`src/rtl/tw_pkg.sv`:
```
package tw_pkg;

  localparam int BYTE_W = 8;
  localparam int WORD_W = 2 * BYTE_W;

  typedef enum logic [2:0] {
    S_IDLE, S_RX, S_RX_END, S_RX_ACK, S_TX, S_TX_ACK, S_TX_NEXT, S_IGNORE
  } link_st_t;

  typedef enum logic [1:0] {K_ADDR, K_PTR, K_DATA} rx_kind_t;

  function automatic logic addr_hit(input logic [BYTE_W-1:0] b, input logic [6:0] dev);
    return b[BYTE_W-1:1] == dev;
  endfunction

  function automatic logic [BYTE_W-1:0] ptr_step(input logic [BYTE_W-1:0] p);
    return p + 8'd1;
  endfunction

  function automatic logic is_alias(input logic [BYTE_W-1:0] p, input logic [BYTE_W-1:0] a);
    return p == a;
  endfunction

endpackage

```
`src/rtl/tw_sync.sv`:
```
module tw_sync #(
  parameter int STAGES = 2
) (
  input  logic clk,
  input  logic rst_n,
  input  logic scl_i,
  input  logic sda_i,
  output logic scl_s,
  output logic sda_s,
  output logic scl_rise,
  output logic scl_fall,
  output logic bus_start,
  output logic bus_stop
);
  localparam int LAST = STAGES - 1;

  logic [LAST:0] scl_q, sda_q;
  logic          scl_d, sda_d;

  always_ff @(posedge clk or negedge rst_n) begin
    if (!rst_n) begin
      scl_q <= '1;
      sda_q <= '1;
      scl_d <= 1'b1;
      sda_d <= 1'b1;
    end else begin
      scl_q[0] <= scl_i;
      sda_q[0] <= sda_i;
      for (int i = 1; i < STAGES; i++) begin
        scl_q[i] <= scl_q[i-1];
        sda_q[i] <= sda_q[i-1];
      end
      scl_d <= scl_q[LAST];
      sda_d <= sda_q[LAST];
    end
  end

  assign scl_s     = scl_q[LAST];
  assign sda_s     = sda_q[LAST];
  assign scl_rise  = scl_s & ~scl_d;
  assign scl_fall  = ~scl_s & scl_d;
  assign bus_start = scl_s & scl_d & sda_d & ~sda_s;
  assign bus_stop  = scl_s & scl_d & ~sda_d & sda_s;

endmodule

```
`src/rtl/tw_link.sv`:
```
module tw_link
  import tw_pkg::*;
#(
  parameter logic [6:0] DEV_ADDR = 7'h5D
) (
  input  logic              clk,
  input  logic              rst_n,
  input  logic              scl_s,
  input  logic              sda_s,
  input  logic              scl_rise,
  input  logic              scl_fall,
  input  logic              bus_start,
  input  logic              bus_stop,
  input  logic [BYTE_W-1:0] tx_byte,
  output logic [BYTE_W-1:0] rx_byte,
  output logic              ev_ptr,
  output logic              ev_wbyte,
  output logic              ev_tx,
  output logic              ev_bus,
  output logic              sda_oe
);
  link_st_t          st;
  rx_kind_t          kind;
  logic              rw;
  logic [2:0]        cnt;
  logic [BYTE_W-1:0] sh, txsh;
  logic [BYTE_W-1:0] rx_next;

  assign rx_next = {sh[BYTE_W-2:0], sda_s};
  assign rx_byte = sh;

  always_ff @(posedge clk or negedge rst_n) begin
    if (!rst_n) begin
      st       <= S_IDLE;
      kind     <= K_ADDR;
      rw       <= 1'b0;
      cnt      <= '0;
      sh       <= '0;
      txsh     <= '0;
      sda_oe   <= 1'b0;
      ev_ptr   <= 1'b0;
      ev_wbyte <= 1'b0;
      ev_tx    <= 1'b0;
      ev_bus   <= 1'b0;
    end else begin
      ev_ptr   <= 1'b0;
      ev_wbyte <= 1'b0;
      ev_tx    <= 1'b0;
      ev_bus   <= 1'b0;
      if (bus_stop) begin
        st     <= S_IDLE;
        sda_oe <= 1'b0;
        ev_bus <= 1'b1;
      end else if (bus_start) begin
        st     <= S_RX;
        kind   <= K_ADDR;
        cnt    <= '0;
        sda_oe <= 1'b0;
        ev_bus <= 1'b1;
      end else begin
        unique case (st)
          S_RX: if (scl_rise) begin
            sh  <= rx_next;
            cnt <= cnt + 3'd1;
            if (cnt == 3'd7) begin
              unique case (kind)
                K_ADDR: begin
                  if (addr_hit(rx_next, DEV_ADDR)) begin
                    rw <= rx_next[0];
                    st <= S_RX_END;
                  end else begin
                    st <= S_IGNORE;
                  end
                end
                K_PTR: begin
                  ev_ptr <= 1'b1;
                  st     <= S_RX_END;
                end
                default: begin
                  ev_wbyte <= 1'b1;
                  st       <= S_RX_END;
                end
              endcase
            end
          end
          S_RX_END: if (scl_fall) begin
            sda_oe <= 1'b1;
            st     <= S_RX_ACK;
          end
          S_RX_ACK: if (scl_fall) begin
            cnt <= '0;
            if (kind == K_ADDR && rw) begin
              txsh   <= tx_byte;
              sda_oe <= ~tx_byte[BYTE_W-1];
              ev_tx  <= 1'b1;
              st     <= S_TX;
            end else begin
              sda_oe <= 1'b0;
              kind   <= (kind == K_ADDR) ? K_PTR : K_DATA;
              st     <= S_RX;
            end
          end
          S_TX: if (scl_fall) begin
            if (cnt == 3'd7) begin
              sda_oe <= 1'b0;
              st     <= S_TX_ACK;
            end else begin
              txsh   <= txsh << 1;
              sda_oe <= ~txsh[BYTE_W-2];
              cnt    <= cnt + 3'd1;
            end
          end
          S_TX_ACK: if (scl_rise) begin
            st <= sda_s ? S_IGNORE : S_TX_NEXT;
          end
          S_TX_NEXT: if (scl_fall) begin
            cnt    <= '0;
            txsh   <= tx_byte;
            sda_oe <= ~tx_byte[BYTE_W-1];
            ev_tx  <= 1'b1;
            st     <= S_TX;
          end
          default: ;
        endcase
      end
    end
  end


  sda_lowclk_chk: assert property (@(posedge clk) disable iff (!rst_n)
    (sda_oe != $past(sda_oe)) |-> !scl_s);


  stop_idle_chk: assert property (@(posedge clk) disable iff (!rst_n)
    bus_stop |=> (st == S_IDLE && !sda_oe));


  quiet_ignore_chk: assert property (@(posedge clk) disable iff (!rst_n)
    (st == S_IGNORE) |-> !sda_oe);

endmodule

```
`src/rtl/tw_pack.sv`:
```
module tw_pack
  import tw_pkg::*;
#(
  parameter logic [BYTE_W-1:0] ALIAS_ADDR = 8'h80
) (
  input  logic              clk,
  input  logic              rst_n,
  input  logic              ev_ptr,
  input  logic              ev_wbyte,
  input  logic              ev_tx,
  input  logic              ev_bus,
  input  logic [BYTE_W-1:0] rx_byte,
  input  logic [WORD_W-1:0] rd_data,
  output logic [BYTE_W-1:0] rd_addr,
  output logic [BYTE_W-1:0] tx_byte,
  output logic              we,
  output logic [BYTE_W-1:0] waddr,
  output logic [WORD_W-1:0] wdata
);
  logic [BYTE_W-1:0] ptr, last_tgt, stage_hi, alias_lo;
  logic              phase;
  logic              at_alias;

  assign at_alias = is_alias(ptr, ALIAS_ADDR);
  assign rd_addr  = ptr;
  assign tx_byte  = (at_alias || phase) ? alias_lo : rd_data[WORD_W-1:BYTE_W];

  always_ff @(posedge clk or negedge rst_n) begin
    if (!rst_n) begin
      ptr      <= '0;
      last_tgt <= '0;
      stage_hi <= '0;
      alias_lo <= '0;
      phase    <= 1'b0;
      we       <= 1'b0;
      waddr    <= '0;
      wdata    <= '0;
    end else begin
      we <= 1'b0;
      if (ev_bus) begin
        phase <= 1'b0;
      end else if (ev_ptr) begin
        ptr   <= rx_byte;
        phase <= 1'b0;
      end else if (ev_wbyte) begin
        if (at_alias) begin
          we    <= 1'b1;
          waddr <= last_tgt;
          wdata <= {stage_hi, rx_byte};
        end else if (!phase) begin
          stage_hi <= rx_byte;
          last_tgt <= ptr;
          phase    <= 1'b1;
        end else begin
          we    <= 1'b1;
          waddr <= ptr;
          wdata <= {stage_hi, rx_byte};
          ptr   <= ptr_step(ptr);
          phase <= 1'b0;
        end
      end else if (ev_tx && !at_alias) begin
        if (!phase) begin
          alias_lo <= rd_data[BYTE_W-1:0];
          phase    <= 1'b1;
        end else begin
          ptr   <= ptr_step(ptr);
          phase <= 1'b0;
        end
      end
    end
  end


  we_pulse_chk: assert property (@(posedge clk) disable iff (!rst_n)
    we |=> !we);


  ptr_step_chk: assert property (@(posedge clk) disable iff (!rst_n)
    ((ptr != $past(ptr)) && !$past(ev_ptr)) |-> (ptr == ptr_step($past(ptr))));

endmodule

```
`src/rtl/twowire_regs.sv`:
```
module twowire_regs
  import tw_pkg::*;
#(
  parameter logic [6:0]        DEV_ADDR    = 7'h5D,
  parameter logic [BYTE_W-1:0] ALIAS_ADDR  = 8'h80,
  parameter int                SYNC_STAGES = 2
) (
  input  logic              clk,
  input  logic              rst_n,
  input  logic              scl_i,
  input  logic              sda_i,
  output logic              sda_oe,
  output logic              reg_we,
  output logic [BYTE_W-1:0] reg_waddr,
  output logic [WORD_W-1:0] reg_wdata,
  output logic [BYTE_W-1:0] reg_raddr,
  input  logic [WORD_W-1:0] reg_rdata
);
  logic              scl_s, sda_s, scl_rise, scl_fall, bus_start, bus_stop;
  logic              ev_ptr, ev_wbyte, ev_tx, ev_bus;
  logic [BYTE_W-1:0] rx_byte, tx_byte;

  tw_sync #(.STAGES(SYNC_STAGES)) u_sync (
    .clk(clk), .rst_n(rst_n), .scl_i(scl_i), .sda_i(sda_i),
    .scl_s(scl_s), .sda_s(sda_s), .scl_rise(scl_rise), .scl_fall(scl_fall),
    .bus_start(bus_start), .bus_stop(bus_stop)
  );

  tw_link #(.DEV_ADDR(DEV_ADDR)) u_link (
    .clk(clk), .rst_n(rst_n), .scl_s(scl_s), .sda_s(sda_s),
    .scl_rise(scl_rise), .scl_fall(scl_fall),
    .bus_start(bus_start), .bus_stop(bus_stop),
    .tx_byte(tx_byte), .rx_byte(rx_byte),
    .ev_ptr(ev_ptr), .ev_wbyte(ev_wbyte), .ev_tx(ev_tx), .ev_bus(ev_bus),
    .sda_oe(sda_oe)
  );

  tw_pack #(.ALIAS_ADDR(ALIAS_ADDR)) u_pack (
    .clk(clk), .rst_n(rst_n),
    .ev_ptr(ev_ptr), .ev_wbyte(ev_wbyte), .ev_tx(ev_tx), .ev_bus(ev_bus),
    .rx_byte(rx_byte), .rd_data(reg_rdata), .rd_addr(reg_raddr),
    .tx_byte(tx_byte), .we(reg_we), .waddr(reg_waddr), .wdata(reg_wdata)
  );

endmodule

```
`config.mk`:
```
export PLATFORM = sky130hd
export DESIGN_NAME = twowire_regs
export DESIGN_NICKNAME = d
export VERILOG_FILES = /design/src/rtl/tw_pkg.sv /design/src/rtl/tw_sync.sv /design/src/rtl/tw_link.sv /design/src/rtl/tw_pack.sv /design/src/rtl/twowire_regs.sv
export SDC_FILE = /design/constraint.sdc
export NUM_CORES = 1
export LEC_CHECK = 0
export BUFFER_PORTS_ARGS = -buffer_cell sky130_fd_sc_hd__buf_2
export CAP_MARGIN = 20
export CORE_MARGIN = 2
export CORE_UTILIZATION = 41
export DETAILED_ROUTE_END_ITERATION = 12
export PLACE_DENSITY_LB_ADDON = 0.08
export SYNTH_ARGS = -nofsm -noshare
export SYNTH_HDL_FRONTEND = slang
export SYNTH_SLANG_ARGS = --single-unit
```
`constraint.sdc`:
```
create_clock -name clk -period 3 [get_ports clk]
set_input_delay 0.45 -clock clk [delete_from_list [all_inputs] [get_ports clk]]
set_output_delay 0.45 -clock clk [all_outputs]
set_load 0.01 [all_outputs]
```
# ---- After elaboration in Yosys (flattened, before gate mapping)
# Index checks and enable logic that the tools add are counted.
dict set report word_totals {
  ff_bits 93
  in_bits 20
  out_inout_bits 34
  word_cells 185
}
dict set report classes {
  addsub 2
  eq_ne 30
  muxes 82
  bitwise 20
  reduce_logical 28
}
# op n
set op_table {}
lappend op_table {{$mux W8} 8}
lappend op_table {{$mux W3} 18}
lappend op_table {{$mux W1} 39}
lappend op_table {{$mux W7} 5}
lappend op_table {{$mux W16} 2}
lappend op_table {{$ne A4 B4 Y1 const B} 7}
lappend op_table {{$pmux W7 S3} 1}
lappend op_table {{$pmux W3 S6} 1}
lappend op_table {{$reduce_and A5 Y1} 3}
lappend op_table {{$not A1 Y1} 13}
lappend op_table {{$eq A3 B3 Y1 const B} 4}
lappend op_table {{$ne A3 B3 Y1 const B} 4}
lappend op_table {{$reduce_and A4 Y1} 3}
lappend op_table {{$mux W2} 5}
lappend op_table {{$ne A2 B2 Y1 const B} 5}
lappend op_table {{$pmux W3 S3} 1}
lappend op_table {{$reduce_and A9 Y1} 1}
lappend op_table {{$add A8 B1 Y8 const B} 1}
lappend op_table {{$eq A8 B8 Y1 const B} 1}
lappend op_table {{$ne A4 B3 Y1 const B} 2}
lappend op_table {{$reduce_and A8 Y1} 1}
lappend op_table {{$reduce_bool A4 Y1} 2}
lappend op_table {{$reduce_bool A8 Y1} 1}
lappend op_table {{$and A1 B1 Y1} 7}
lappend op_table {{other kinds (21)} 27}

# ---- Longest topological paths before layout
dict set report depth {
  word_depth 9
  depth_mapped 8
  mapped_depth_nobuf 6
}

# ---- Modules after synthesis
# From an unflattened synthesis, not the netlist that was laid out.
dict set report unflattened {
  cells_unflattened 347
  area_unflattened_um2 4425.5
}
# mod instances cells_each area_per_inst_um2 seq_area_each_um2
set by_module_without_submodules {}
lappend by_module_without_submodules {tw_pack 1 204 2696.3 1451.4}
lappend by_module_without_submodules {tw_link 1 133 1539.0 725.7}
lappend by_module_without_submodules {tw_sync 1 10 190.2 157.7}

# ---- Worst setup path before layout
# OpenSTA, ideal clock, no wires.
dict set report synth_timing {
  kind {register to register}
  from {register u_pack.ptr[0] (netlist: u_pack.rd_addr[0])}
  to {register u_pack.last_tgt[0]}
  setup_ps 125
  t_arrival_ps 1972
  t_required_ps 2875
  setup_slack_ps 903
  path_stages_with_launch 9
  path_buffers 2
  synth_period_minus_slack_ps 2097
  cell_sequence {dfrtp_1 inv_1 ha_1 nor3b_4 a21oi_4 and3_1 buf_6 buf_12 mux2_4}
}
dict set report synth_between {
  elab_chain_len 3
}
# element line_no
set synth_rtl {}
lappend synth_rtl {{start, declared} tw_pack.sv:20} ;# logic [BYTE_W-1:0] ptr, last_tgt, stage_hi, alias_lo;
lappend synth_rtl {{start signal, assigned} tw_pack.sv:43} ;# ptr <= rx_byte;
lappend synth_rtl {{start signal, assigned} tw_pack.sv:58} ;# ptr <= ptr_step(ptr);
lappend synth_rtl {{start signal, assigned} tw_pack.sv:66} ;# ptr <= ptr_step(ptr);
lappend synth_rtl {{$eq A8 B8 Y1} tw_pkg.sv:21} ;# return p == a;
lappend synth_rtl {{$not A1 Y1 (no line)} n/a}
lappend synth_rtl {{$reduce_and A5 Y1 (no line)} n/a}
lappend synth_rtl {{end signal, assigned} tw_pack.sv:52} ;# last_tgt <= ptr;
lappend synth_rtl {{end, declared} tw_pack.sv:20}
# Parallel ways exist; a longest one is shown, timed or not.
# A chain may end at the register's enable or synchronous reset.

# ---- Final worst setup path
dict set report layout_timing {
  from {register u_pack.ptr[4] (netlist: u_pack.rd_addr[4])}
  to {register u_pack.waddr[4]}
}
dict set report layout_between {
  elab_chain_len 3
  elab_cells_between_ends 5
  classes_between {1 x eq/ne; 2 x mux; 2 x reduce/logical}
}
# element line_no
set layout_rtl {}
lappend layout_rtl {{$eq A8 B8 Y1} tw_pkg.sv:21}
lappend layout_rtl {{$reduce_bool A2 Y1 (no line)} n/a}
lappend layout_rtl {{$reduce_and A4 Y1 (no line)} n/a}
lappend layout_rtl {{end signal, assigned} tw_pack.sv:48} ;# waddr <= last_tgt;
lappend layout_rtl {{end signal, assigned} tw_pack.sv:56} ;# waddr <= ptr;
lappend layout_rtl {{end, declared} tw_pack.sv:17} ;# output logic [BYTE_W-1:0] waddr,
# Parallel ways exist; a longest one is shown, timed or not. The select of a mux whose other input is x is not followed.

==> flow_summary.toml <==
[setup_path]
cp.required_ps = 3260
worstPathMaxFanout = 19
critPathKind = "flip-flop to flip-flop"
cp.arrival_ps = 2620
worstSetupStartpointType = "flip-flop"
slowest_delay_ps = 600
end_kind = "flip-flop"
cp_slowest_cell = "nor4b_4"
cp_cell_sequence = "nor4b_4 -> a21o_2 -> nand3_2 -> buf_4 -> mux2i_1"
r2r_slack_ps = 630

[timing]
skew_ps = 10.6
tightest_slew_ps = 563
hold_viol = 0
relSlewSlack = 0.623
clock.fmax_mhz = 423
whs_ps = 15.0
setup_viol = 0
fin_crit_ps = 2370
setup-tns-final_ps = 0
final-max-slew-violation-count = 0
fin_crit_sh = 0.789
rsz0062_at_grt = "no"

[outcome]
status = "complete, no violations"

[power]
p_per_area_mw_per_mm2 = 657
fin_total_pwr_w = 0.00329
cellLeakagePower_nw = 2.52
peakVddDrop_uv = 426

[global_routing]
use_met3 = 0.0406
grt_pass1_vias = 2958
grt-busiest-layer = "met2"
gr-total-overflow = 0
grt_start_max_net_pins = 83
use_met2 = 0.273
grt_pass1_wl_mm = 15.2
antenna_found_initial = 0
grtUsageTotal = 0.168
use_met1 = 0.219

[placement]
hpwl_mm = 6.25
io_buffers = 53
gp_congestion = 0.801
dpl_cell_area_sq_mm = 0.00477

[synth]
ys_ff_latch = 93
synth.distinct_cells = 58
syn_inst = 375
synthesis.area_per_instance_sq_um = 11.8
synth_edf_count = 0
syn-cell-area_sq_mm = 0.00442
yosysWarnings = 0
synth_flop_cell = "dfrtp_1"
ys_async_sr_fraction = 1.00
yosysSeqAreaShare = 0.529
synth_nets = 399

[hold_path]
hold_class = "primary input to async pin"

[flow_run]
cap_viol_max_count = 0

[clock_tree]
cts_resized = 0
cts.sinks = 93
clock_latency_ps = 370
htree_levels = 3
cts.path.max_buffers = 2
numCtsBuffers = 9
cts_root_buf = "clkbuf_8"
cts_tree = "done"
clk_pin_slew_worst_paths_ps = 90
postCtsHoldBufs = 0
post_cts_buffers = 0

[layout]
n_antenna_cell = 0
syn_to_final_growth_pct = 13.3
final_util = 0.483
fin_nets = 449
drive_gt1_frac = 0.321
fin_area_sq_mm = 0.00501

[detailed_routing]
drtPass1Iterations = 4
via_count = 3007
drt_iter0_markers = 125
drtAntennaViolNets = 0
detail_route.wl_per_cell_um = 16.0
routed_via_density = 5.31
drc = 0
wl_mm = 9.07

[floorplanning]
die_area_sq_mm = 0.0116
core_sq_mm = 0.0104
ios = 54
die_w_um = 108
start_util = 0.426
num_rows = 37
dieHeight_um = 108
[metal layers]
metal	part of all wire	up-vias
met5	0	-
met4	0.020	0
met3	0.042	11
met2	0.48	71
met1	0.46	1471
li1	-	1454
[cells in the mapped netlist (2+ instances only)]
cell type  count  share of area
a211oi_1       2         0.0034
a21oi_1       16          0.018
a22oi_1        2         0.0034
a31oi_1        2         0.0028
a32oi_1        2         0.0040
and3_1         6         0.0085
and4b_1        4         0.0091
buf_2          4         0.0045
buf_6          3         0.0076
clkbuf_1      11         0.0093
dfrtp_1       87           0.49
dfstp_2        6          0.036
ha_1           4          0.011
inv_1         19          0.016
mux2_2        34          0.087
mux2_4        10          0.034
mux2i_1       20          0.045
nand2_1       30          0.025
nand2b_1       4         0.0057
nand3_1        6         0.0068
nand3b_1       3         0.0051
nand4_1        8          0.011
nor2_1        15          0.013
nor2b_1        6         0.0085
nor3_1         2         0.0023
o211ai_1      11          0.019
o21a_1         2         0.0034
o21ai_0       15          0.017
o2bb2ai_1      7          0.014
o31a_1         3         0.0060
or2_2          2         0.0028
or3_1          2         0.0028
xor2_1         2         0.0040
[sequential cells by signal, summed over array words and instances (netlist names), 2 cells and up]
name / flops
u_sync.scl_q: 2
u_pack.stage_hi: 8
u_sync.sda_q: 2
u_link.txsh: 7
u_link.cnt: 3
u_link.kind: 2
u_pack.rd_addr: 8
u_pack.alias_lo: 8
u_pack.wdata: 16
u_link.rx_byte: 8
u_pack.last_tgt: 8
u_link.st: 3
u_pack.waddr: 8
[cell families (layout without fill, tap and decap cells)]
logic type	after synthesis	after routing	share of synthesized area
AOI/OAI and AO/OA	76	76	0.122
adders and majority gates	4	4	0.0113
muxes	64	64	0.166
xor gates and xnor gates	3	3	0.00595
buffers and inverters	40	95	0.0459
and+or+nand+nor	95	95	0.121
DFF	93	93	0.529
[through the flow]
step / instances / setup WS (ps)
global placement: 549 / 618
global route: 566 / 401
finish: 566 / 634
floorplan: 375 / 903
CTS: 565 / 573
detailed placement: 549 / 581
[area by class of cell]
class | instances | area, sq um
fillers | 988 | 5360
flip-flops and latches | 93 | 2330
multi-input cells | 242 | 1880
repair buffers | 60 | 340
well taps | 136 | 170
clock buffers | 12 | 165
inverters | 19 | 71.3
clock inverters | 4 | 45.0
[cells in the final DEF (no fill, tap or decap), types with 3 or more instances in the layout]
master / count
a21oi_1: 16
nor2_1: 15
nor2b_1: 6
clkbuf_8: 12
inv_1: 19
o211ai_1: 11
mux2_4: 10
dfstp_2: 6
ha_1: 4
nand3_1: 6
and3_1: 6
dfrtp_1: 87
mux2_2: 34
nand3b_1: 3
nand2_1: 30
buf_2: 52
and4b_1: 4
clkinv_2: 3
mux2i_1: 20
buf_4: 7
o21ai_0: 15
o2bb2ai_1: 7
nand2b_1: 4
o31a_1: 3
nand4_1: 8
[worst max-delay path: cells and delay by family (launching register included)]
family,cells,cell delay (ps)
AO/OA/AOI/OAI,1,230
flip-flops,1,530
multiplexers,1,120
buffers and inverters,1,360
AND/OR/NAND/NOR,2,1010
[where the power goes]
group	switching, W	internal (W)	total, W
clock	0.000436	0.000450	0.000886
sequential	0.000246	0.00146	0.00171
combinational	0.000373	0.000327	0.000700
total	0.00106	0.00224	0.00329
[path summary, 6_finish.rpt]
| check | start | endpoint | cells past startpoint |
|---|---|---|---|
| setup reg to reg | u_pack.rd_addr[4]$_DFFE_PN0P_ | u_pack.waddr[4]$_DFFE_PN0P_ | 5 |
| hold reg to reg | u_sync.sda_q[0]$_DFF_PN1_ | u_sync.sda_q[1]$_DFF_PN1_ | 0 |
| setup / recovery | u_pack.rd_addr[4]$_DFFE_PN0P_ | u_pack.waddr[4]$_DFFE_PN0P_ | 5 |
| max in group asynchronous | rst_n | u_pack.wdata[12]$_DFFE_PN0P_ | 3 |
| min in group clk | scl_i | u_sync.scl_q[0]$_DFF_PN1_ | 1 |
| hold / removal | rst_n | u_pack.wdata[14]$_DFFE_PN0P_ | 1 |
No activity file was read; power rests on OpenSTA's default activity.
